`src/rtl/imm_alu_pkg.sv`:
```
package imm_alu_pkg;
  localparam int unsigned OP_W = 3;

  typedef enum logic [OP_W-1:0] {
    OP_XOR = 3'd0,
    OP_OR  = 3'd1,
    OP_AND = 3'd2,
    OP_ADD = 3'd3,
    OP_CMP = 3'd4
  } alu_op_e;

  function automatic logic op_writes(input logic [OP_W-1:0] op);
    return op <= OP_ADD;
  endfunction

  function automatic logic op_flags(input logic [OP_W-1:0] op);
    return op <= OP_CMP;
  endfunction
endpackage

```
`src/rtl/imm_alu_bitwise.sv`:
```
module imm_alu_bitwise #(
  parameter int unsigned W = 8
) (
  input  logic [W-1:0] a_i,
  input  logic [W-1:0] b_i,
  output logic [W-1:0] xor_o,
  output logic [W-1:0] or_o,
  output logic [W-1:0] and_o
);
  for (genvar i = 0; i < W; i++) begin : g_lane
    assign xor_o[i] = a_i[i] ^ b_i[i];
    assign or_o[i]  = a_i[i] | b_i[i];
    assign and_o[i] = a_i[i] & b_i[i];
  end
endmodule

```
`src/rtl/imm_alu_addsub.sv`:
```
module imm_alu_addsub #(
  parameter int unsigned W = 8
) (
  input  logic [W-1:0] a_i,
  input  logic [W-1:0] b_i,
  input  logic         sub_i,
  output logic [W-1:0] sum_o
);
  logic [W-1:0] b_eff;
  logic [W-1:0] cin;

  assign b_eff = sub_i ? ~b_i : b_i;
  assign cin   = {{(W-1){1'b0}}, sub_i};
  assign sum_o = a_i + b_eff + cin;
endmodule

```
`src/rtl/imm_alu_zflag.sv`:
```
module imm_alu_zflag #(
  parameter int unsigned W = 8
) (
  input  logic         clk,
  input  logic         rst_n,
  input  logic         load_i,
  input  logic [W-1:0] value_i,
  output logic         zero_o
);
  always_ff @(posedge clk or negedge rst_n) begin
    if (!rst_n)      zero_o <= 1'b0;
    else if (load_i) zero_o <= ~|value_i;
  end
endmodule

```
`src/rtl/imm_alu.sv`:
```
module imm_alu
  import imm_alu_pkg::*;
#(
  parameter int unsigned W = 8
) (
  input  logic            clk,
  input  logic            rst_n,
  input  logic            exec_i,
  input  logic [OP_W-1:0] op_i,
  input  logic [W-1:0]    reg_i,
  input  logic [W-1:0]    imm_i,
  output logic [W-1:0]    result_o,
  output logic            wr_en_o,
  output logic            zero_o
);
  logic [W-1:0] xor_v, or_v, and_v, arith_v;
  logic         is_cmp;

  assign is_cmp = (op_i == OP_CMP);

  imm_alu_bitwise #(.W(W)) u_bitwise (
    .a_i(reg_i), .b_i(imm_i), .xor_o(xor_v), .or_o(or_v), .and_o(and_v)
  );

  imm_alu_addsub #(.W(W)) u_addsub (
    .a_i(reg_i), .b_i(imm_i), .sub_i(is_cmp), .sum_o(arith_v)
  );

  always_comb begin
    case (op_i)
      OP_XOR:         result_o = xor_v;
      OP_OR:          result_o = or_v;
      OP_AND:         result_o = and_v;
      OP_ADD, OP_CMP: result_o = arith_v;
      default:        result_o = reg_i;
    endcase
  end

  assign wr_en_o = exec_i & op_writes(op_i);

  imm_alu_zflag #(.W(W)) u_zflag (
    .clk(clk), .rst_n(rst_n),
    .load_i(exec_i & op_flags(op_i)),
    .value_i(result_o),
    .zero_o(zero_o)
  );
endmodule

```
`config.mk`:
```
export PLATFORM = sky130hd
export DESIGN_NAME = imm_alu
export DESIGN_NICKNAME = d
export VERILOG_FILES = /design/src/rtl/imm_alu_pkg.sv /design/src/rtl/imm_alu_bitwise.sv /design/src/rtl/imm_alu_addsub.sv /design/src/rtl/imm_alu_zflag.sv /design/src/rtl/imm_alu.sv
export SDC_FILE = /design/constraint.sdc
export NUM_CORES = 1
export LEC_CHECK = 0
export ABC_CLOCK_PERIOD_IN_PS = 3620
export CORE_UTILIZATION = 32
export CTS_BUF_LIST = sky130_fd_sc_hd__clkbuf_16
export DETAILED_ROUTE_END_ITERATION = 16
export SLEW_MARGIN = 0
export SYNTH_ARGS = -nofsm -noshare
export SYNTH_HDL_FRONTEND = slang
export SYNTH_SLANG_ARGS = --single-unit
export TNS_END_PERCENT = 10
```
`constraint.sdc`:
```
create_clock -name clk -period 3.62 [get_ports clk]
set_input_delay 0.724 -clock clk [delete_from_list [all_inputs] [get_ports clk]]
set_output_delay 0.724 -clock clk [all_outputs]
set_load 0.1 [all_outputs]
```
==> results by group <==
Timing
  • Relative slew slack: 0.355
  • Final Cycle Share: 0.985
  • Final hold viol count: 0
  • Fin. max-slew vios: 0
  • Worst slew pin tran: slightly below 1 ns
  • Min Hold Slack: approximately 0.47 ns
  • Achievable frequency: 280 MHz
  • RSZ-0062 raised after global routing: yes
  • Final Setup Violations: 0
  • Setup_tns: 0 ns
  • Post-layout min period: between 3 and 4 ns
  • Clk_skew: 0 ns
  • Post-route worst setup slack: between 0.05 and 0.06 ns

Logic synthesis
  • Mux contribution to synthesized area: 0.0177
  • Number of synthesized flops with an enable pin: 0
  • Top_reg_cell synth: dfrtp_1
  • Ys async rst share: 1.00
  • Syn nets: 214
  • Post-synthesis adder-cell area fraction: 0.255
  • Largest family of logic cells by synthesized area: compound AO/OA/AOI/OAI gates
  • Sequential share of the synthesized area: 0.0208
  • Post-synthesis register bit count: 1
  • Simple-Gate Fraction of Synth Area: 0.231
  • Post-Syn Area per Cell: 7.17 sq um
  • Cell count after synthesis: between 150 and 200
  • Post-synthesis xor/xnor area fraction: 0.0727
  • Yosys Warn Count: 0
  • Cell Area, Synth: 1200 sq um
  • Synth Area in Compound Gates: 0.286
  • Netlist cell types: 44

Setup path
  • Slowest CP cell: or3_1
  • Worst path cell trace: buf_2 -> nor3b_4 -> buf_4 -> xnor2_2 -> ha_2 -> buf_6 -> a41o_1 -> or3_1 -> a31oi_4 -> inv_1 -> buf_12
  • Critical path required time: 2.90 ns
  • CP max FO: 4
  • Setup Crit Path Kind: in2out
  • CP Capture Type: primary output
  • Worst Setup Start Kind: input port
  • Critical Path AT: 2.84 ns
  • Crit path largest cell delay: 0.39 ns

Floorplan
  • Die Wd: about 63 um
  • Initial Utilization: 0.347
  • Die footprint: 4010 sq um
  • Cell row count: 21
  • Core Box Area: 3470 sq um
  • Die H: 63.4 um
  • # IOs: 32

Detailed routing
  • DR vias/cell: 5.24
  • DR iter-0 viols: 34
  • Routed Antenna Nets: 0
  • DRT met1 WL: approximately 1700 um
  • Met3 WL post-DR: 77 um
  • WL met2: 1890 um
  • DRC Markers: 0
  • Final WL: 3760 um
  • Drt wl/cell: 13.6 um
  • 1st-pass router iterations: 4
  • Total number of vias: 1445
  • Highest metal used: met4

Placement
  • Post-Place Cells: 270
  • Hpwl dp: approximately 3000 um
  • Placer congestion estimate: 0.912
  • Post-place instance area: approximately 1900 sq um
  • Port buffer count: 31
  • Pre-CTS setup slack: -0.402 ns

Global route
  • Largest net degree at the start of global routing: 21
  • Vias in the first global route: 1420
  • First-pass GRT wire length: 6290 um
  • GRT Util Overall: 0.190
  • Initial antenna violation count: 0
  • Gr ovfl total: 0

Finish
  • Footprint of the multi-input gates: 1180 sq um
  • Largest register FFs: 1
  • Post-route design area: 2020 sq um
  • Share of cells above drive strength 1: 0.348
  • Reg area: about 25 sq um
  • Final Non-Filler Cells: between 200 and 300
  • Filler cells: 329
  • Area grow syn2layout: 67.7%
  • Final Util: 0.583
  • Top Registers: u_zflag.zero_o (1)
  • Largest Register: u_zflag.zero_o
  • Nets: 278
  • Ant. Diodes: 0

Job
  • Max Cap Viol: 0

Clocking
  • Clock Latency Late Sink: 0 ns
  • Worst-path clk slew: 0 ns

Power and ir drop
  • Total power: approximately 0.48 mW
  • NetSw: 0.262 mW
  • Power share of the clock group: 0
  • IR drop worst, VDD: 0.136 mV
  • Pleak: ~0.97 nW
  • Power per cell area: ~240 nW/um^2
  • Int Pwr: 0.219 mW
  • Comb power frac: 0.976
  • Switching fraction of total power: 0.545
  • Sequential Power Share: 0.024

Min path
  • Worst Hold Class: reg2reg

Run status
  • Outcome: finished, final reports clean
## critical path: cells and delay by family
family,cells,cell delay (ns)
buffers and inverters,5,0.68
AND/OR/NAND/NOR,2,0.60
AO/OA/AOI/OAI,2,0.41
adder cells (fa/ha/maj),1,0.33
XOR/XNOR,1,0.10
## cells in the mapped netlist, drive strengths merged, types with 2 or more instances
master / instances / area, sq um
a21oi: 16 / 80.1
nor3: 3 / 20.0
buf: 7 / 55.1
nor2b: 2 / 12.5
nand3b: 3 / 22.5
and2: 4 / 25.0
o22ai: 4 / 25.0
nand3: 2 / 10.0
ha: 23 / 288
o211ai: 2 / 15.0
o21bai: 6 / 45.0
nand2: 12 / 45.0
o21ai: 15 / 75.1
a22oi: 2 / 15.0
nor3b: 7 / 57.6
inv: 22 / 82.6
or2: 2 / 12.5
xnor2: 8 / 70.1
nor2: 7 / 26.3
xor2: 2 / 17.5
## per-layer routing
layer,vias to the layer above,GRT usage
met5,-,0
met4,0,0.0341
met3,6,0.00181
met2,31,0.338
met1,684,0.257
li1,724,-
## cell usage in the layout (no fill, tap or decap), drive strengths merged, types with 2 or more instances in the layout
cell type      synthesis  routed
buf                    7      51
ha                    23      23
inv                   22      22
a21oi                 16      16
clkdlybuf4s50          0      15
o21ai                 15      15
nand2                 12      12
xnor2                  8       8
nor2                   7       7
nor3b                  7       7
o21bai                 6       6
and2                   4       4
o22ai                  4       4
nand3b                 3       3
nor3                   3       3
xor2                   2       2
nor2b                  2       2
a22oi                  2       2
nand3                  2       2
o211ai                 2       2
dlymetal6s2s           0       2
dlygate4sd2            0       2
or2                    2       2
## cells by family after synthesis
logic type | Yosys count
AND/OR/NAND/NOR | 47
flip-flops | 1
adder cells (fa/ha/maj) | 24
XOR/XNOR | 10
multiplexers | 2
buffers and inverters | 30
AO/OA/AOI/OAI | 54
## path summary, 6_finish.rpt
| check | startpoint | to | slack (ns) | cells after the start |
|---|---|---|---|---|
| min reg2reg | u_zflag.zero_o$_DFFE_PN0P_ | u_zflag.zero_o$_DFFE_PN0P_ | 0.47 | 2 |
| max reg2reg | u_zflag.zero_o$_DFFE_PN0P_ | u_zflag.zero_o$_DFFE_PN0P_ | 3.01 | 2 |
| max | op_i[0] | result_o[3] | 0.05 | 11 |
| min | u_zflag.zero_o$_DFFE_PN0P_ | u_zflag.zero_o$_DFFE_PN0P_ | 0.47 | 2 |
| min in group asynchronous | rst_n | u_zflag.zero_o$_DFFE_PN0P_ | 0.87 | 1 |
| max in group asynchronous | rst_n | u_zflag.zero_o$_DFFE_PN0P_ | 2.65 | 1 |
## power groups by stage
stage | Combinational, mW | Sequential (mW) | Clock (mW)
after floorplan | 0.255 | 0.0124 | 0
after global placement | 0.419 | 0.0116 | 0
after detailed placement | 0.428 | 0.0116 | 0
after CTS | 0.448 | 0.0116 | 0
after global routing | 0.499 | 0.0116 | 0
final | 0.469 | 0.0116 | 0
## layout make-up
type | count | area share
well taps | 46 | 0.0285
inverters | 22 | 0.0409
repair buffers | 70 | 0.336
flip-flops and latches | 1 | 0.0124
multi-input cells | 137 | 0.582
## timing repair
item                       4_1_cts  5_1_grt
setup endpoints to repair        8        6
gates cloned                     0        0
hold buffers                     0        0
setup buffers                    4        4
resized for setup               31       15
pin swaps                       10       13
No activity file was read; power rests on OpenSTA's default activity.
